**src/rtl/rtc_cal_pkg.sv**
```systemverilog
package rtc_cal_pkg;

    localparam int unsigned REG_W    = 8;
    localparam int unsigned SEL_W    = 3;
    localparam int unsigned PRESC_DIV = 64;

    localparam logic [REG_W-1:0] SEC_MAX   = 8'd59;
    localparam logic [REG_W-1:0] MIN_MAX   = 8'd59;
    localparam logic [REG_W-1:0] HOUR_MAX  = 8'd23;
    localparam logic [REG_W-1:0] WDAY_MAX  = 8'd6;
    localparam logic [REG_W-1:0] MON_MAX   = 8'd12;
    localparam logic [REG_W-1:0] YEAR_MAX  = 8'd99;

    typedef enum logic [SEL_W-1:0] {
        SEL_SEC  = 3'd0,
        SEL_MIN  = 3'd1,
        SEL_HOUR = 3'd2,
        SEL_DAY  = 3'd3,
        SEL_WDAY = 3'd4,
        SEL_MON  = 3'd5,
        SEL_YEAR = 3'd6
    } cal_sel_e;

    typedef enum logic [1:0] {
        GT_LIVE = 2'd0,
        GT_HOLD = 2'd1,
        GT_OWED = 2'd2
    } gate_state_e;

    typedef struct packed {
        logic [REG_W-1:0] nxt;
        logic             carry;
    } bcd_step_t;

    function automatic logic [REG_W-1:0] bcd2bin(input logic [REG_W-1:0] b);
        return ({4'd0, b[7:4]} * 8'd10) + {4'd0, b[3:0]};
    endfunction

    function automatic logic [REG_W-1:0] bin2bcd(input logic [REG_W-1:0] v);
        logic [REG_W-1:0] t;
        logic [REG_W-1:0] u;
        t = v / 8'd10;
        u = v % 8'd10;
        return {t[3:0], u[3:0]};
    endfunction

    // Increment with wrap: any value at or beyond hi returns to lo.
    function automatic bcd_step_t bcd_step(input logic [REG_W-1:0] cur,
                                           input logic [REG_W-1:0] lo,
                                           input logic [REG_W-1:0] hi);
        bcd_step_t        r;
        logic [REG_W-1:0] b;
        b = bcd2bin(cur);
        if (b >= hi) begin
            r.nxt   = bin2bcd(lo);
            r.carry = 1'b1;
        end else begin
            r.nxt   = bin2bcd(b + 8'd1);
            r.carry = 1'b0;
        end
        return r;
    endfunction

    function automatic logic [REG_W-1:0] month_len(input logic [REG_W-1:0] mon_bcd,
                                                   input logic [REG_W-1:0] yr_bcd);
        logic [REG_W-1:0] m;
        logic [REG_W-1:0] y;
        m = bcd2bin(mon_bcd);
        y = bcd2bin(yr_bcd);
        unique case (m)
            8'd2:                      return (y[1:0] == 2'd0) ? 8'd29 : 8'd28;
            8'd4, 8'd6, 8'd9, 8'd11:   return 8'd30;
            default:                   return 8'd31;
        endcase
    endfunction

endpackage

```
**src/rtl/rtc_prescaler.sv**
```systemverilog
module rtc_prescaler #(
    parameter int unsigned DIV = rtc_cal_pkg::PRESC_DIV
) (
    input  logic clk,
    input  logic rst_n,
    input  logic stb,
    input  logic stop,
    output logic tick
);
    localparam int unsigned CW   = $clog2(DIV);
    localparam logic [CW-1:0] LAST = CW'(DIV - 1);
    localparam logic [CW-1:0] FIRE = CW'(DIV / 2 - 1);

    logic [CW-1:0] cnt_q;
    logic          tick_q;

    always_ff @(posedge clk or negedge rst_n) begin
        if (!rst_n) begin
            cnt_q  <= '0;
            tick_q <= 1'b0;
        end else begin
            tick_q <= stb && !stop && (cnt_q == FIRE);
            if (stop)
                cnt_q <= '0;
            else if (stb)
                cnt_q <= (cnt_q == LAST) ? '0 : cnt_q + 1'b1;
        end
    end

    assign tick = tick_q;

    p_stop_zero_r2: assert property (@(posedge clk) disable iff (!rst_n)
        stop |=> (cnt_q == '0));

    p_tick_gap_r1: assert property (@(posedge clk) disable iff (!rst_n)
        tick_q |=> !tick_q);

endmodule

```
**src/rtl/rtc_tick_gate.sv**
```systemverilog
module rtc_tick_gate
    import rtc_cal_pkg::*;
(
    input  logic clk,
    input  logic rst_n,
    input  logic tick,
    input  logic freeze,
    input  logic wr_en,
    input  logic sec_wr,
    output logic advance
);
    gate_state_e state_q, state_d;
    logic        blocked;

    assign blocked = freeze | wr_en;

    always_ff @(posedge clk or negedge rst_n) begin
        if (!rst_n)
            state_q <= GT_LIVE;
        else
            state_q <= state_d;
    end

    always_comb begin
        state_d = state_q;
        advance = 1'b0;
        unique case (state_q)
            GT_LIVE, GT_HOLD: begin
                if (blocked)
                    state_d = (tick && !sec_wr) ? GT_OWED : GT_HOLD;
                else begin
                    state_d = GT_LIVE;
                    advance = tick;
                end
            end
            GT_OWED: begin
                if (sec_wr)
                    state_d = GT_HOLD;
                else if (blocked)
                    state_d = GT_OWED;
                else begin
                    advance = 1'b1;
                    state_d = tick ? GT_OWED : GT_LIVE;
                end
            end
            default: state_d = GT_LIVE;
        endcase
    end

    p_frozen_quiet_r8: assert property (@(posedge clk) disable iff (!rst_n)
        freeze |-> !advance);

    p_sec_wr_drop_r9: assert property (@(posedge clk) disable iff (!rst_n)
        sec_wr |=> (state_q != GT_OWED));

endmodule

```
**src/rtl/rtc_bcd_chain.sv**
```systemverilog
module rtc_bcd_chain
    import rtc_cal_pkg::*;
(
    input  logic             clk,
    input  logic             rst_n,
    input  logic             advance,
    input  logic             vlow,
    input  logic             wr_en,
    input  logic [SEL_W-1:0] wr_sel,
    input  logic [REG_W-1:0] wr_data,
    output logic [REG_W-1:0] seconds_o,
    output logic [REG_W-1:0] minutes_o,
    output logic [REG_W-1:0] hours_o,
    output logic [REG_W-1:0] days_o,
    output logic [REG_W-1:0] weekday_o,
    output logic [REG_W-1:0] months_o,
    output logic [REG_W-1:0] years_o
);
    logic [REG_W-1:0] sec_q, min_q, hr_q, day_q, wd_q, mon_q, yr_q;
    logic             cen_q, vl_q;
    bcd_step_t        st_s, st_m, st_h, st_d, st_w, st_mo, st_y;
    logic             c_s, c_m, c_h, c_d, c_mo, c_y;
    logic             sec_wr;

    assign sec_wr = wr_en && (wr_sel == SEL_SEC);

    always_comb begin
        st_s  = bcd_step(sec_q, 8'd0, SEC_MAX);
        st_m  = bcd_step(min_q, 8'd0, MIN_MAX);
        st_h  = bcd_step(hr_q,  8'd0, HOUR_MAX);
        st_d  = bcd_step(day_q, 8'd1, month_len(mon_q, yr_q));
        st_w  = bcd_step(wd_q,  8'd0, WDAY_MAX);
        st_mo = bcd_step(mon_q, 8'd1, MON_MAX);
        st_y  = bcd_step(yr_q,  8'd0, YEAR_MAX);
        c_s   = st_s.carry;
        c_m   = c_s  & st_m.carry;
        c_h   = c_m  & st_h.carry;
        c_d   = c_h  & st_d.carry;
        c_mo  = c_d  & st_mo.carry;
        c_y   = c_mo & st_y.carry;
    end

    always_ff @(posedge clk or negedge rst_n) begin
        if (!rst_n) begin
            sec_q <= 8'h00;
            min_q <= 8'h00;
            hr_q  <= 8'h00;
            day_q <= 8'h01;
            wd_q  <= 8'h00;
            mon_q <= 8'h01;
            yr_q  <= 8'h00;
            cen_q <= 1'b0;
        end else if (wr_en) begin
            unique case (wr_sel)
                SEL_SEC:  sec_q <= wr_data & 8'h7F;
                SEL_MIN:  min_q <= wr_data & 8'h7F;
                SEL_HOUR: hr_q  <= wr_data & 8'h3F;
                SEL_DAY:  day_q <= wr_data & 8'h3F;
                SEL_WDAY: wd_q  <= wr_data & 8'h07;
                SEL_MON: begin
                    mon_q <= wr_data & 8'h1F;
                    cen_q <= wr_data[7];
                end
                SEL_YEAR: yr_q  <= wr_data;
                default: ;
            endcase
        end else if (advance) begin
            sec_q <= st_s.nxt;
            if (c_s)  min_q <= st_m.nxt;
            if (c_m)  hr_q  <= st_h.nxt;
            if (c_h) begin
                day_q <= st_d.nxt;
                wd_q  <= st_w.nxt;
            end
            if (c_d)  mon_q <= st_mo.nxt;
            if (c_mo) yr_q  <= st_y.nxt;
            if (c_y)  cen_q <= ~cen_q;
        end
    end

    always_ff @(posedge clk or negedge rst_n) begin
        if (!rst_n)
            vl_q <= 1'b1;
        else if (vlow)
            vl_q <= 1'b1;
        else if (sec_wr)
            vl_q <= wr_data[7];
    end

    assign seconds_o = sec_q | {vl_q, 7'd0};
    assign minutes_o = min_q;
    assign hours_o   = hr_q;
    assign days_o    = day_q;
    assign weekday_o = wd_q;
    assign months_o  = mon_q | {cen_q, 7'd0};
    assign years_o   = yr_q;

    p_sec_wrap_r3: assert property (@(posedge clk) disable iff (!rst_n)
        (advance && !wr_en && sec_q == 8'h59) |=> (sec_q == 8'h00));

    p_midnight_r4: assert property (@(posedge clk) disable iff (!rst_n)
        (advance && !wr_en && sec_q == 8'h59 && min_q == 8'h59 && hr_q == 8'h23)
        |=> (hr_q == 8'h00));

    p_century_flip_r7: assert property (@(posedge clk) disable iff (!rst_n)
        (advance && !wr_en && c_y) |=> (cen_q != $past(cen_q)));

    p_vl_sticky_r10: assert property (@(posedge clk) disable iff (!rst_n)
        (vl_q && !sec_wr) |=> vl_q);

endmodule

```
**src/rtl/rtc_calendar_core.sv**
```systemverilog
module rtc_calendar_core
    import rtc_cal_pkg::*;
#(
    parameter int unsigned DIV = PRESC_DIV
) (
    input  logic       clk,
    input  logic       rst_n,
    input  logic       hz64_stb,
    input  logic       presc_stop,
    input  logic       freeze,
    input  logic       vlow,
    input  logic       wr_en,
    input  logic [2:0] wr_sel,
    input  logic [7:0] wr_data,
    output logic [7:0] seconds_o,
    output logic [7:0] minutes_o,
    output logic [7:0] hours_o,
    output logic [7:0] days_o,
    output logic [7:0] weekday_o,
    output logic [7:0] months_o,
    output logic [7:0] years_o
);
    logic sec_tick;
    logic advance;
    logic sec_wr;

    assign sec_wr = wr_en && (wr_sel == SEL_SEC);

    rtc_prescaler #(.DIV(DIV)) u_presc (
        .clk   (clk),
        .rst_n (rst_n),
        .stb   (hz64_stb),
        .stop  (presc_stop),
        .tick  (sec_tick)
    );

    rtc_tick_gate u_gate (
        .clk     (clk),
        .rst_n   (rst_n),
        .tick    (sec_tick),
        .freeze  (freeze),
        .wr_en   (wr_en),
        .sec_wr  (sec_wr),
        .advance (advance)
    );

    rtc_bcd_chain u_chain (
        .clk       (clk),
        .rst_n     (rst_n),
        .advance   (advance),
        .vlow      (vlow),
        .wr_en     (wr_en),
        .wr_sel    (wr_sel),
        .wr_data   (wr_data),
        .seconds_o (seconds_o),
        .minutes_o (minutes_o),
        .hours_o   (hours_o),
        .days_o    (days_o),
        .weekday_o (weekday_o),
        .months_o  (months_o),
        .years_o   (years_o)
    );

endmodule

```
**config.mk**
```make
export PLATFORM = sky130hd
export DESIGN_NAME = rtc_calendar_core
export DESIGN_NICKNAME = d
export VERILOG_FILES = /design/src/rtl/rtc_cal_pkg.sv /design/src/rtl/rtc_prescaler.sv /design/src/rtl/rtc_tick_gate.sv /design/src/rtl/rtc_bcd_chain.sv /design/src/rtl/rtc_calendar_core.sv
export SDC_FILE = /design/constraint.sdc
export NUM_CORES = 1
export LEC_CHECK = 0
export ABC_AREA = 1
export CAP_MARGIN = 15
export CORE_UTILIZATION = 55
export DETAILED_ROUTE_END_ITERATION = 8
export DONT_BUFFER_PORTS = 1
export PLACE_DENSITY = 0.7
export RECOVER_POWER = 50
export SLEW_MARGIN = 20
export SYNTH_ARGS = -nofsm -noshare
export SYNTH_HDL_FRONTEND = slang
export SYNTH_SLANG_ARGS = --single-unit
```
**constraint.sdc**
```tcl
create_clock -name clk -period 8.7 [get_ports clk]
set_clock_uncertainty 0.1 [all_clocks]
set_input_delay 2.61 -clock clk [delete_from_list [all_inputs] [get_ports clk]]
set_output_delay 2.61 -clock clk [all_outputs]
set_load 0.005 [all_outputs]
```
==> impl_metrics.xml, run 1 <==
<?xml version="1.0" encoding="UTF-8"?>
<metrics>
  <group name="logic_synthesis">
    <metric name="async_flop_share" unit="%">100</metric>
    <metric name="area_of_the_mapped_netlist" unit="sq um">9560</metric>
    <metric name="postSynthCellCount" unit="">1559</metric>
    <metric name="synth_sequential_area_ratio" unit="%">17.6</metric>
    <metric name="ys_seq_elements" unit="">67</metric>
    <metric name="synth_area_leader_cell" unit="">sky130_fd_sc_hd__nand2_1</metric>
    <metric name="synth_edf_count" unit="">0</metric>
    <metric name="yosysWarningCount" unit="">0</metric>
    <metric name="synth_area_leaders" unit="">sky130_fd_sc_hd__nand2_1 20%, sky130_fd_sc_hd__dfrtp_1 17%, sky130_fd_sc_hd__ha_1 11%</metric>
    <metric name="yosysTopAreaCellShare" unit="%">20.4</metric>
    <metric name="syn-num-nets" unit="">1672</metric>
    <metric name="netlist-cell-type-count" unit="">49</metric>
    <metric name="synthesis.area_per_instance" unit="sq um">6.13</metric>
    <metric name="synth_top_flop_cell" unit="">sky130_fd_sc_hd__dfrtp_1</metric>
  </group>
  <group name="cells_and_area">
    <metric name="area_growth" unit="%">4.97</metric>
    <metric name="fill_cells" unit="">1658</metric>
    <metric name="layout-drive-gt1-share" unit="%">8.03</metric>
    <metric name="finish.instance_area" unit="sq um">10000</metric>
    <metric name="num-nets-final" unit="">1664</metric>
    <metric name="finalNonFillerCells" unit="">1776</metric>
    <metric name="antenna_cells_inserted" unit="">0</metric>
  </group>
  <group name="critical_path">
    <metric name="worstPathBufferInverterCount" unit="">6</metric>
    <metric name="regToRegEndpoint" unit="">u_chain.years_o[1]$_DFFE_PN0P_</metric>
    <metric name="crit_path_capture_type" unit="">register</metric>
    <metric name="cpLargestDelayFamily" unit="">compound AO/OA/AOI/OAI gates</metric>
    <metric name="crit_type" unit="">reg2reg</metric>
    <metric name="critical-path-max-stage-delay" unit="ps">460</metric>
    <metric name="worst_ep_arrival_time" unit="ps">5150</metric>
    <metric name="timing.critical_path.from" unit="">u_chain.mon_q[5]$_DFFE_PN0P_</metric>
    <metric name="worstRegToRegCells" unit="">26</metric>
    <metric name="timing.rr.start" unit="">u_chain.mon_q[5]$_DFFE_PN0P_</metric>
    <metric name="setup.reg_to_reg.worst_slack" unit="ps">3720</metric>
    <metric name="worstPathRequired" unit="ps">8870</metric>
    <metric name="slowest_stage" unit="">sky130_fd_sc_hd__dfrtp_1</metric>
    <metric name="worstPathMaxFanout" unit="">13</metric>
    <metric name="worst-path-stages" unit="">26</metric>
    <metric name="cp-endpoint" unit="">u_chain.years_o[1]$_DFFE_PN0P_</metric>
    <metric name="startpoint_type" unit="">register</metric>
  </group>
  <group name="clock_tree">
    <metric name="worst_skew_pair_latency" unit="ps">340</metric>
    <metric name="clk_pin_slew_worst_paths" unit="ps">60</metric>
    <metric name="numCtsBuffers" unit="">9</metric>
    <metric name="post_cts_resize_count" unit="">0</metric>
    <metric name="postCtsSetupBuffers" unit="">0</metric>
    <metric name="tritoncts" unit="">done</metric>
    <metric name="clock_sinks" unit="">67</metric>
    <metric name="clockRootBuffer" unit="">sky130_fd_sc_hd__clkbuf_16</metric>
    <metric name="htree_num_levels" unit="">3</metric>
    <metric name="worst_case_clock_buffer_depth" unit="">2</metric>
    <metric name="post_cts_hold_buffer_count" unit="">0</metric>
  </group>
  <group name="place">
    <metric name="place_ws" unit="ps">3800</metric>
    <metric name="port_buffers" unit="">0</metric>
    <metric name="hpwlAfterDp" unit="microns">17900</metric>
    <metric name="place_inst" unit="">1760</metric>
    <metric name="place_area" unit="sq um">9700</metric>
    <metric name="routabilityCongestion" unit="">0.873</metric>
  </group>
  <group name="die">
    <metric name="total_die_area" unit="sq um">17900</metric>
    <metric name="floorplan.rows" unit="">47</metric>
    <metric name="initial_utilization" unit="%">57.0</metric>
    <metric name="die_y" unit="microns">134</metric>
    <metric name="fp.dieW" unit="microns">134</metric>
    <metric name="top_level_ports" unit="">74</metric>
    <metric name="fp.coreArea" unit="sq um">16800</metric>
  </group>
  <group name="min_path">
    <metric name="hold_path.class" unit="">reg2reg</metric>
  </group>
  <group name="detailed_routing">
    <metric name="routed_wire_length_per_instance" unit="microns">12.4</metric>
    <metric name="detailedRoute.firstIterationViolations" unit="">457</metric>
    <metric name="first_pass_iters" unit="">5</metric>
    <metric name="antenna_violating_nets_post_route" unit="">0</metric>
    <metric name="route.final.wire_length" unit="microns">22000</metric>
    <metric name="number_of_vias_in_the_routed_layout" unit="">9321</metric>
    <metric name="via_per_inst" unit="">5.25</metric>
    <metric name="drc" unit="">0</metric>
  </group>
  <group name="status">
    <metric name="status" unit="">finished, final reports clean</metric>
  </group>
  <group name="sta">
    <metric name="final-max-slew-violation-count" unit="">0</metric>
    <metric name="period_needed" unit="ps">4980</metric>
    <metric name="setup_repair_after_global_routing_missed_its_margin" unit="">false</metric>
    <metric name="worst_setup_margin" unit="ps">3720</metric>
    <metric name="final_tns_setup" unit="ps">0</metric>
    <metric name="finalHoldViolations" unit="">0</metric>
    <metric name="timing.max_slew.rel_slack" unit="%">31.5</metric>
    <metric name="max_freq" unit="MHz">201</metric>
    <metric name="finalSetupViolations" unit="">0</metric>
    <metric name="period_share" unit="%">57.2</metric>
    <metric name="timing_worst_slew_pin_value" unit="ps">1020</metric>
  </group>
  <group name="global_route">
    <metric name="grt_first_pass_wirelength" unit="microns">37100</metric>
    <metric name="grt_antenna_before_repair" unit="">1</metric>
    <metric name="grtUsageTotal" unit="%">25.3</metric>
    <metric name="globalRouteOverflowTotal" unit="">0</metric>
    <metric name="first_global_vias" unit="">8220</metric>
    <metric name="maximum_number_of_pins_on_one_net_before_global_route_repair" unit="">68</metric>
  </group>
  <group name="job">
    <metric name="cap_violations" unit="">0</metric>
  </group>
</metrics>
## sequential cells by signal, summed over array words and instances (netlist names), 2 cells and up
name and flops:
u_chain.sec_q 8, u_presc.cnt_q 6, u_gate.state_q 2, u_chain.minutes_o 8, u_chain.days_o 8, u_chain.mon_q 8, u_chain.years_o 8, u_chain.hours_o 8
u_chain.weekday_o 8
## metrics by stage
| step | utilization, % | hold slack (ps) |
|---|---|---|
| 2_1_floorplan | - | 358 |
| 3_3_place_gp | 57.8 | 388 |
| 3_5_place_dp | 57.8 | 396 |
| 4_1_cts | 59.9 | 404 |
| 5_1_grt | 59.9 | 435 |
| 6_report | 59.9 | 402 |
## area by class of cell
type	count	area (sq um)	area share [%]
Multi-Input combinational cell	1226	6810	67.9
Sequential cell	67	1680	16.7
Inverter	247	927	9.24
Tap cell	220	275	2.74
Clock inverter	5	85.1	0.848
Clock buffer	11	253	2.52
## how the worst min path moves through the flow
| stage | slack [ps] | startpoint | end | cells after the start |
|---|---|---|---|---|
| after floorplan | 360 | u_presc.tick$_DFF_PN0_ | u_gate.state_q[0]$_DFF_PN0_ | 1 |
| final | 400 | u_presc.cnt_q[0]$_DFFE_PN0P_ | u_presc.cnt_q[0]$_DFFE_PN0P_ | 1 |
| after CTS | 400 | u_presc.cnt_q[0]$_DFFE_PN0P_ | u_presc.cnt_q[0]$_DFFE_PN0P_ | 1 |
| after detailed placement | 400 | u_presc.cnt_q[0]$_DFFE_PN0P_ | u_presc.cnt_q[0]$_DFFE_PN0P_ | 1 |
| after global routing | 440 | u_presc.cnt_q[0]$_DFFE_PN0P_ | u_presc.cnt_q[0]$_DFFE_PN0P_ | 1 |
| after global placement | 390 | u_presc.tick$_DFF_PN0_ | u_gate.state_q[0]$_DFF_PN0_ | 1 |
## cells in the mapped netlist (2+ instances only)
| master | n |
|---|---|
| sky130_fd_sc_hd__nor2_4 | 4 |
| sky130_fd_sc_hd__a22o_1 | 2 |
| sky130_fd_sc_hd__or2_2 | 5 |
| sky130_fd_sc_hd__nand2_1 | 520 |
| sky130_fd_sc_hd__o21a_1 | 2 |
| sky130_fd_sc_hd__xor2_1 | 25 |
| sky130_fd_sc_hd__nor2_2 | 7 |
| sky130_fd_sc_hd__o221ai_1 | 5 |
| sky130_fd_sc_hd__nor2_1 | 119 |
| sky130_fd_sc_hd__buf_4 | 15 |
| sky130_fd_sc_hd__o211ai_1 | 12 |
| sky130_fd_sc_hd__inv_2 | 18 |
| sky130_fd_sc_hd__a22oi_1 | 6 |
| sky130_fd_sc_hd__clkinv_1 | 6 |
| sky130_fd_sc_hd__clkbuf_1 | 3 |
| sky130_fd_sc_hd__a21oi_2 | 4 |
| sky130_fd_sc_hd__fa_1 | 14 |
| sky130_fd_sc_hd__o21bai_1 | 4 |
| sky130_fd_sc_hd__a21oi_1 | 34 |
| sky130_fd_sc_hd__nor3_1 | 3 |
| sky130_fd_sc_hd__nand3b_1 | 10 |
| sky130_fd_sc_hd__xor2_2 | 8 |
| sky130_fd_sc_hd__xnor2_1 | 15 |
| sky130_fd_sc_hd__nand2_2 | 39 |
| sky130_fd_sc_hd__dfrtp_1 | 64 |
| sky130_fd_sc_hd__o21ai_0 | 45 |
| sky130_fd_sc_hd__nand3_1 | 171 |
| sky130_fd_sc_hd__o21ai_1 | 11 |
| sky130_fd_sc_hd__nand4_1 | 43 |
| sky130_fd_sc_hd__dfstp_2 | 3 |
| sky130_fd_sc_hd__ha_1 | 81 |
| sky130_fd_sc_hd__a31oi_1 | 5 |
| sky130_fd_sc_hd__inv_1 | 223 |
| sky130_fd_sc_hd__nand3_2 | 18 |
## placed cells by master, fill, tap and decap left out, types with 8 or more instances in the layout
cell type,netlist,final
sky130_fd_sc_hd__clkbuf_16,0,9
sky130_fd_sc_hd__o21ai_1,11,11
sky130_fd_sc_hd__xnor2_1,15,15
sky130_fd_sc_hd__dfrtp_1,64,64
sky130_fd_sc_hd__nand3_1,171,171
sky130_fd_sc_hd__nand4_1,43,43
sky130_fd_sc_hd__a21oi_1,34,34
sky130_fd_sc_hd__nand3b_1,10,10
sky130_fd_sc_hd__inv_1,223,223
sky130_fd_sc_hd__nand3_2,18,18
sky130_fd_sc_hd__o211ai_1,12,12
sky130_fd_sc_hd__xor2_2,8,8
sky130_fd_sc_hd__xor2_1,25,25
sky130_fd_sc_hd__inv_2,18,18
sky130_fd_sc_hd__ha_1,81,81
sky130_fd_sc_hd__nand2_1,520,520
sky130_fd_sc_hd__fa_1,14,14
sky130_fd_sc_hd__o21ai_0,45,45
sky130_fd_sc_hd__nor2_1,119,119
sky130_fd_sc_hd__nand2_2,39,39
## layer usage
layer  vias up  part of all wire (%)  track usage, %
li1       4973                     -               -
met1      4130                    48            32.8
met2       186                    44            41.3
met3        30                   6.6            6.61
met4         2                   2.0            7.45
met5         -                 0.050               0
## worst register-to-register path, stage by stage, from the launching register on
cell                      delay, ps
sky130_fd_sc_hd__dfrtp_1        460
sky130_fd_sc_hd__ha_1           380
sky130_fd_sc_hd__nand2_1         90
sky130_fd_sc_hd__inv_1           50
sky130_fd_sc_hd__fa_1           390
sky130_fd_sc_hd__xor2_1         320
sky130_fd_sc_hd__inv_1           90
sky130_fd_sc_hd__xor2_1         210
sky130_fd_sc_hd__nand4_1        150
sky130_fd_sc_hd__a21oi_1        270
sky130_fd_sc_hd__inv_1           90
sky130_fd_sc_hd__a21oi_1        140
sky130_fd_sc_hd__a21oi_1         60
sky130_fd_sc_hd__ha_1           280
sky130_fd_sc_hd__inv_1           50
sky130_fd_sc_hd__nand2_1         40
sky130_fd_sc_hd__a21oi_1        330
sky130_fd_sc_hd__nor3_1          90
sky130_fd_sc_hd__a21oi_1        350
sky130_fd_sc_hd__nor2_1         120
sky130_fd_sc_hd__inv_1           90
sky130_fd_sc_hd__nor2_1          50
sky130_fd_sc_hd__nand2_1         70
sky130_fd_sc_hd__nand2_1        230
sky130_fd_sc_hd__inv_1          200
sky130_fd_sc_hd__nor2_1          50
sky130_fd_sc_hd__a21oi_1        150
## cells by family (layout without fill, tap and decap cells)
group                    Yosys count  count (layout)  share of synthesized area (%)
AND/OR/NAND/NOR                  942             942                           43.7
buffers and inverters            266             263                           11.1
AO/OA/AOI/OAI                    139             139                           8.69
adder cells (fa/ha/maj)           95              95                           13.5
flip-flops                        67              67                           17.6
XOR/XNOR                          49              49                           5.20
multiplexers                       1               1                          0.105
Power of run 1 is not shown: default switching activity piles up to over one toggle a cycle in this logic, so the estimate is an artifact.
==> run 2, diff against run 1 <==
--- a/config.mk
+++ b/config.mk
@@ -10,7 +10,7 @@
 export CORE_UTILIZATION = 55
 export DETAILED_ROUTE_END_ITERATION = 8
 export DONT_BUFFER_PORTS = 1
-export PLACE_DENSITY = 0.7
+export PLACE_DENSITY = 0.73
 export RECOVER_POWER = 50
 export SLEW_MARGIN = 20
 export SYNTH_ARGS = -nofsm -noshare
==> constraint.sdc (replaced) <==
create_clock -name clk -period 4.25 [get_ports clk]
set_clock_uncertainty 0.1 [all_clocks]
set_input_delay 1.275 -clock clk [delete_from_list [all_inputs] [get_ports clk]]
set_output_delay 1.275 -clock clk [all_outputs]
set_load 0.005 [all_outputs]
==> impl_metrics.xml, run 2 (synthesis gave the netlist of run 1 again) <==
<?xml version="1.0" encoding="UTF-8"?>
<metrics>
  <group name="status">
    <metric name="status" unit="">finished, final reports clean</metric>
  </group>
  <group name="min_path">
    <metric name="holdPathEnd" unit="">u_presc.cnt_q[0]$_DFFE_PN0P_</metric>
    <metric name="worstHoldStart" unit="">u_presc.cnt_q[0]$_DFFE_PN0P_</metric>
    <metric name="hold_path.class" unit="">reg2reg</metric>
    <metric name="holdPathStages" unit="">1</metric>
  </group>
  <group name="die">
    <metric name="die_y" unit="microns">134</metric>
    <metric name="top_level_ports" unit="">74</metric>
    <metric name="initial_utilization" unit="%">57.0</metric>
    <metric name="floorplan.rows" unit="">47</metric>
    <metric name="fp.coreArea" unit="sq um">16800</metric>
    <metric name="fp.dieW" unit="microns">134</metric>
    <metric name="total_die_area" unit="sq um">17900</metric>
  </group>
  <group name="critical_path">
    <metric name="startpoint_type" unit="">register</metric>
    <metric name="regToRegEndpoint" unit="">u_chain.years_o[1]$_DFFE_PN0P_</metric>
    <metric name="critPathMostFrequentCell" unit="">sky130_fd_sc_hd__nand2_2</metric>
    <metric name="crit_type" unit="">reg2reg</metric>
    <metric name="crit_path_capture_type" unit="">register</metric>
    <metric name="worstPathBufferInverterCount" unit="">3</metric>
    <metric name="worstPathMaxFanout" unit="">5</metric>
    <metric name="timing.rr.start" unit="">u_chain.years_o[7]$_DFFE_PN0P_</metric>
    <metric name="worst_ep_arrival_time" unit="ps">4390</metric>
    <metric name="cpLargestDelayFamily" unit="">simple AND/OR/NAND/NOR gates</metric>
    <metric name="worstPathRequired" unit="ps">4430</metric>
    <metric name="slowest_stage" unit="">sky130_fd_sc_hd__fa_2</metric>
    <metric name="critical-path-max-stage-delay" unit="ps">640</metric>
    <metric name="setup.reg_to_reg.worst_slack" unit="ps">30</metric>
    <metric name="worstRegToRegCells" unit="">30</metric>
  </group>
  <group name="place">
    <metric name="place_inst" unit="">1841</metric>
    <metric name="routabilityCongestion" unit="">0.926</metric>
    <metric name="port_buffers" unit="">0</metric>
    <metric name="place_ws" unit="ps">-381</metric>
    <metric name="hpwlAfterDp" unit="microns">18600</metric>
  </group>
  <group name="clock_tree">
    <metric name="clk_pin_slew_worst_paths" unit="ps">60</metric>
    <metric name="numCtsBuffers" unit="">9</metric>
    <metric name="clockRootBuffer" unit="">sky130_fd_sc_hd__clkbuf_16</metric>
    <metric name="worst_case_clock_buffer_depth" unit="">2</metric>
    <metric name="htree_num_levels" unit="">3</metric>
    <metric name="worst_skew_pair_latency" unit="ps">340</metric>
    <metric name="tritoncts" unit="">done</metric>
    <metric name="clock_sinks" unit="">67</metric>
  </group>
  <group name="sta">
    <metric name="max_freq" unit="MHz">237</metric>
    <metric name="worst_setup_margin" unit="ps">33.8</metric>
    <metric name="finalHoldViolations" unit="">0</metric>
    <metric name="period_needed" unit="ps">4220</metric>
    <metric name="timing.max_slew.rel_slack" unit="%">47.7</metric>
    <metric name="finalSetupViolations" unit="">0</metric>
    <metric name="timing_worst_slew_pin_value" unit="ps">775</metric>
    <metric name="final-max-slew-violation-count" unit="">0</metric>
    <metric name="period_share" unit="%">99.2</metric>
    <metric name="setup_repair_after_global_routing_missed_its_margin" unit="">true</metric>
  </group>
  <group name="cells_and_area">
    <metric name="num-nets-final" unit="">1809</metric>
    <metric name="area.sequential" unit="sq um">1690</metric>
    <metric name="most_frequent_cells_in_the_layout" unit="">379 x sky130_fd_sc_hd__nand2_1, 190 x sky130_fd_sc_hd__inv_1, 138 x sky130_fd_sc_hd__nand2_2, 136 x sky130_fd_sc_hd__buf_4, 103 x sky130_fd_sc_hd__nand3_1</metric>
    <metric name="area_growth" unit="%">34.8</metric>
    <metric name="finalNonFillerCells" unit="">1921</metric>
    <metric name="fill_cells" unit="">1191</metric>
    <metric name="utilization" unit="%">76.9</metric>
    <metric name="multi_input_comb_area" unit="sq um">8570</metric>
    <metric name="layout-drive-gt1-share" unit="%">36.9</metric>
    <metric name="layout_commonest_cell" unit="">sky130_fd_sc_hd__nand2_1</metric>
    <metric name="antenna_cells_inserted" unit="">0</metric>
  </group>
  <group name="detailed_routing">
    <metric name="antenna_violating_nets_post_route" unit="">0</metric>
    <metric name="route.final.wire_length" unit="microns">27300</metric>
    <metric name="routed_wire_length_per_instance" unit="microns">14.2</metric>
    <metric name="via_per_inst" unit="">5.40</metric>
    <metric name="detailedRoute.firstIterationViolations" unit="">528</metric>
    <metric name="number_of_vias_in_the_routed_layout" unit="">10400</metric>
    <metric name="first_pass_iters" unit="">6</metric>
    <metric name="drc" unit="">0</metric>
  </group>
  <group name="global_route">
    <metric name="grtUsageTotal" unit="%">27.1</metric>
    <metric name="maximum_number_of_pins_on_one_net_before_global_route_repair" unit="">68</metric>
    <metric name="globalRouteOverflowTotal" unit="">0</metric>
    <metric name="grt_first_pass_wirelength" unit="microns">40100</metric>
    <metric name="first_global_vias" unit="">9184</metric>
    <metric name="grt_antenna_before_repair" unit="">0</metric>
  </group>
  <group name="job">
    <metric name="cap_violations" unit="">0</metric>
  </group>
</metrics>
==> run 2: area by class of cell <==
type,count,share of cell area (%)
inverters,247,7.24
well taps,220,2.14
clock inverters,6,0.505
repair buffers,145,8.74
multi-input cells,1226,66.5
flip-flops and latches,67,13.1
clock buffers,10,1.78
==> run 2: layer usage <==
metal  vias to the layer above  wire length (microns)  GRT usage, %
met5                         -                      0             0
met4                         0                    680          6.88
li1                       5272                      -             -
met1                      4783                  11200          33.3
met2                       271                  13600          47.2
met3                        54                   1730          6.65
==> run 2: stage by stage <==
step / cell area [sq um] / hold slack [ps] / TNS, ps
after floorplan: 9560 / 358 / 0
final: 12900 / 407 / 0
after detailed placement: 10300 / 398 / -6390
after global routing: 12900 / 435 / -4580
after CTS: 10900 / 407 / -310
after global placement: 10300 / 388 / -5650
==> run 2: worst max-delay path by stage <==
| stage | startpoint | to | slack, ps | depth (start not counted) |
|---|---|---|---|---|
| final | u_chain.years_o[7]$_DFFE_PN0P_ | u_chain.years_o[1]$_DFFE_PN0P_ | 30 | 30 |
| after global routing | u_chain.hours_o[5]$_DFFE_PN0P_ | u_chain.hours_o[2]$_DFFE_PN0P_ | -260 | 33 |
| after CTS | u_chain.mon_q[7]$_DFFE_PN0P_ | u_chain.mon_q[3]$_DFFE_PN0P_ | -70 | 24 |
| after detailed placement | u_chain.mon_q[5]$_DFFE_PN0P_ | u_chain.mon_q[2]$_DFFE_PN0P_ | -380 | 27 |
| after global placement | u_chain.mon_q[5]$_DFFE_PN0P_ | u_chain.mon_q[1]$_DFFE_PN0P_ | -340 | 25 |
| after floorplan | u_chain.mon_q[5]$_DFFE_PN0P_ | u_chain.mon_q[1]$_DFFE_PN0P_ | 190 | 29 |
==> run 2: repair_timing <==
| item | in CTS | in global routing |
|---|---|---|
| gates cloned | 0 | 1 |
| buffers inserted | 11 | 52 |
| endpoints found under the setup margin | 31 | 39 |
| pin swaps | 41 | 217 |
| hold buffers | 0 | 0 |
| resized for setup | 52 | 415 |
Power of run 2 is left out for the same reason.
==> run 3, diff against run 2 <==
--- a/config.mk
+++ b/config.mk
@@ -5,7 +5,6 @@
 export SDC_FILE = /design/constraint.sdc
 export NUM_CORES = 1
 export LEC_CHECK = 0
-export ABC_AREA = 1
 export CAP_MARGIN = 15
 export CORE_UTILIZATION = 55
 export DETAILED_ROUTE_END_ITERATION = 8
==> impl_metrics.xml, run 3 <==
<?xml version="1.0" encoding="UTF-8"?>
<metrics>
  <group name="status">
    <metric name="status" unit="">finished, violations left</metric>
    <metric name="failed_checks" unit="">setup timing</metric>
  </group>
  <group name="cells_and_area">
    <metric name="multi_input_comb_area" unit="sq um">10700</metric>
    <metric name="area.sequential" unit="sq um">1690</metric>
    <metric name="area_growth" unit="%">53.0</metric>
    <metric name="num-nets-final" unit="">1917</metric>
    <metric name="fill_cells" unit="">989</metric>
    <metric name="finalNonFillerCells" unit="">2077</metric>
    <metric name="layout_commonest_cell" unit="">sky130_fd_sc_hd__buf_4</metric>
    <metric name="layout-drive-gt1-share" unit="%">46.3</metric>
    <metric name="most_frequent_cells_in_the_layout" unit="">429 x sky130_fd_sc_hd__buf_4, 104 x sky130_fd_sc_hd__nand2_1, 72 x sky130_fd_sc_hd__a21oi_1, 70 x sky130_fd_sc_hd__nor2_1, 57 x sky130_fd_sc_hd__ha_1</metric>
  </group>
  <group name="critical_path">
    <metric name="worstPathRequired" unit="ps">4420</metric>
    <metric name="slowest_stage" unit="">sky130_fd_sc_hd__fa_2</metric>
    <metric name="startpoint_type" unit="">register</metric>
    <metric name="critPathMostFrequentCell" unit="">sky130_fd_sc_hd__o211ai_1</metric>
    <metric name="worstPathMaxFanout" unit="">6</metric>
    <metric name="timing.critical_path.cells" unit="">ha_1 -&gt; and2_4 -&gt; fa_2 -&gt; nand4_1 -&gt; o221ai_1 -&gt; and3_4 -&gt; inv_6 -&gt; ha_4 -&gt; o211ai_1 -&gt; a211oi_2 -&gt; or2_1 -&gt; a2111o_1 -&gt; o22a_1 -&gt; o211ai_1 -&gt; nor3_2 -&gt; or4_1 -&gt; a21oi_1</metric>
    <metric name="crit_type" unit="">reg2reg</metric>
    <metric name="critical-path-max-stage-delay" unit="ps">630</metric>
    <metric name="worst_ep_arrival_time" unit="ps">5080</metric>
    <metric name="worstPathBufferInverterCount" unit="">1</metric>
    <metric name="crit_path_capture_type" unit="">register</metric>
    <metric name="cpLargestDelayFamily" unit="">compound AO/OA/AOI/OAI gates</metric>
  </group>
  <group name="sta">
    <metric name="finalSetupViolations" unit="">40</metric>
    <metric name="setup_repair_after_global_routing_missed_its_margin" unit="">true</metric>
    <metric name="final-max-slew-violation-count" unit="">0</metric>
    <metric name="worst_setup_margin" unit="ps">-654</metric>
    <metric name="finalHoldViolations" unit="">0</metric>
    <metric name="timing_worst_slew_pin_value" unit="ps">811</metric>
    <metric name="timing.max_slew.rel_slack" unit="%">45.7</metric>
    <metric name="max_freq" unit="MHz">204</metric>
    <metric name="period_share" unit="%">115</metric>
    <metric name="period_needed" unit="ps">4900</metric>
  </group>
  <group name="detailed_routing">
    <metric name="route.final.wire_length" unit="microns">44900</metric>
    <metric name="via_per_inst" unit="">6.71</metric>
    <metric name="antenna_violating_nets_post_route" unit="">0</metric>
    <metric name="first_pass_iters" unit="">7</metric>
    <metric name="detailedRoute.firstIterationViolations" unit="">1250</metric>
    <metric name="routed_wire_length_per_instance" unit="microns">21.6</metric>
    <metric name="number_of_vias_in_the_routed_layout" unit="">13900</metric>
    <metric name="drc" unit="">0</metric>
  </group>
  <group name="global_route">
    <metric name="grt_first_pass_wirelength" unit="microns">61100</metric>
    <metric name="first_global_vias" unit="">12700</metric>
    <metric name="grt_antenna_before_repair" unit="">2</metric>
    <metric name="grtUsageTotal" unit="%">37.1</metric>
    <metric name="globalRouteOverflowTotal" unit="">0</metric>
    <metric name="maximum_number_of_pins_on_one_net_before_global_route_repair" unit="">68</metric>
  </group>
  <group name="logic_synthesis">
    <metric name="syn-num-nets" unit="">1507</metric>
    <metric name="synthesis.area_per_instance" unit="sq um">7.90</metric>
    <metric name="async_flop_share" unit="%">100</metric>
    <metric name="ys_seq_elements" unit="">67</metric>
    <metric name="area_of_the_mapped_netlist" unit="sq um">11000</metric>
    <metric name="post-synth-top-count-cell" unit="">sky130_fd_sc_hd__nand2_1</metric>
    <metric name="synth_area_leader_cell" unit="">sky130_fd_sc_hd__dfrtp_1</metric>
    <metric name="netlist_top_cells_count" unit="">116 x sky130_fd_sc_hd__nand2_1, 97 x sky130_fd_sc_hd__a21oi_1, 88 x sky130_fd_sc_hd__nor2_1</metric>
    <metric name="synth_top_flop_cell" unit="">sky130_fd_sc_hd__dfrtp_1</metric>
    <metric name="yosysTopAreaCellShare" unit="%">14.5</metric>
    <metric name="synth_sequential_area_ratio" unit="%">15.3</metric>
    <metric name="synth_area_leaders" unit="">sky130_fd_sc_hd__dfrtp_1 15%, sky130_fd_sc_hd__ha_1 9.2%, sky130_fd_sc_hd__xnor2_1 4.5%</metric>
    <metric name="yosysWarningCount" unit="">0</metric>
    <metric name="synth_edf_count" unit="">0</metric>
    <metric name="netlist-cell-type-count" unit="">127</metric>
    <metric name="postSynthCellCount" unit="">1394</metric>
  </group>
  <group name="place">
    <metric name="place_inst" unit="">1988</metric>
    <metric name="routabilityCongestion" unit="">0.911</metric>
    <metric name="port_buffers" unit="">0</metric>
    <metric name="hpwlAfterDp" unit="microns">27600</metric>
  </group>
  <group name="clock_tree">
    <metric name="numCtsBuffers" unit="">9</metric>
    <metric name="tritoncts" unit="">done</metric>
    <metric name="clock_sinks" unit="">67</metric>
    <metric name="clockRootBuffer" unit="">sky130_fd_sc_hd__clkbuf_16</metric>
    <metric name="worst_case_clock_buffer_depth" unit="">2</metric>
    <metric name="post_cts_hold_buffer_count" unit="">0</metric>
    <metric name="htree_num_levels" unit="">3</metric>
    <metric name="worst_skew_pair_latency" unit="ps">350</metric>
    <metric name="clk_pin_slew_worst_paths" unit="ps">60</metric>
  </group>
  <group name="die">
    <metric name="fp.coreArea" unit="sq um">19500</metric>
    <metric name="initial_utilization" unit="%">56.4</metric>
    <metric name="die_y" unit="microns">143</metric>
    <metric name="fp.dieW" unit="microns">143</metric>
    <metric name="top_level_ports" unit="">74</metric>
    <metric name="total_die_area" unit="sq um">20600</metric>
    <metric name="floorplan.rows" unit="">51</metric>
  </group>
  <group name="min_path">
    <metric name="hold_path.class" unit="">reg2reg</metric>
  </group>
  <group name="job">
    <metric name="cap_violations" unit="">0</metric>
  </group>
</metrics>
## run 3: cell count changes in the layout (fill, tap and decap cells not counted), sizes merged, moves of 27 or more
| cell | change |
|---|---|
| a21oi | +66 |
| nand3 | -131 |
| and2 | +33 |
| nor2 | -41 |
| nand2 | -444 |
| inv | -200 |
| nand4 | -31 |
| buf | +317 |
| o21ai | +42 |
| xnor2 | +47 |
| a21o | +27 |
| nor3 | +42 |
## run 3: area by class of cell
cell class	instances	share of cell area (%)
sequential	67	10.0
inverter	43	1.06
clock buffer	10	1.42
antenna	3	0.0446
multi-input combinational	1221	63.2
clock inverter	6	0.810
timing repair buffer	462	21.4
tap	265	1.97
## run 3: metal layers
layer / routed length, microns / global-route usage (%)
met1: 16900 / 42.8
met2: 21300 / 64.6
met3: 3760 / 7.36
met4: 2990 / 19.6
met5: 0 / 0
## run 3: path summary, 6_finish.rpt
kind / start / end / slack (ps) / cells after the start
worst min-delay path: u_presc.cnt_q[5]$_DFFE_PN0P_ / u_presc.tick$_DFF_PN0_ / 430 / 1
worst max-delay path: u_chain.minutes_o[4]$_DFFE_PN0P_ / u_chain.minutes_o[3]$_DFFE_PN0P_ / -650 / 17
worst max register to register: u_chain.minutes_o[4]$_DFFE_PN0P_ / u_chain.minutes_o[3]$_DFFE_PN0P_ / -650 / 17
max in group asynchronous: rst_n / u_chain.days_o[0]$_DFFE_PN1P_ / 3300 / 0
worst min register to register: u_presc.cnt_q[5]$_DFFE_PN0P_ / u_presc.tick$_DFF_PN0_ / 430 / 1
min in group asynchronous: rst_n / u_chain.weekday_o[3]$_DFFE_PN0P_ / 520 / 0
## run 3: stage by stage
stage / util [%] / instance area, sq um / worst slack (ps) / hold WS [ps] / TNS [ps]
final: 86.3 / 16800 / -654 / 429 / -12930
after global routing: 86.3 / 16800 / -847 / 452 / -18330
after CTS: 81.1 / 15800 / -601 / 418 / -6650
after detailed placement: 74.2 / 14500 / -785 / 404 / -11600
after global placement: 74.2 / 14500 / -691 / 387 / -8450
after floorplan: - / 11600 / -552 / 366 / -5000
## run 3: cells by family (layout without fill, tap and decap cells)
| family | after synthesis | in the layout | share of synthesized area (%) |
|---|---|---|---|
| muxes | 26 | 26 | 2.69 |
| other | 0 | 3 | 0 |
| adders and majority gates | 99 | 99 | 12.1 |
| xor gates and xnor gates | 102 | 102 | 8.99 |
| AOI/OAI and AO/OA | 492 | 492 | 32.3 |
| DFF | 67 | 67 | 15.3 |
| buffers and inverters | 106 | 521 | 4.39 |
| and+or+nand+nor | 502 | 502 | 24.2 |
## run 3: repair_timing
item                       CTS  global route
buffers inserted            43            34
pin swaps                   98            78
setup endpoints to repair   39            42
cloned                       1             0
resized for setup          145           155
Power of run 3 is left out for the same reason.
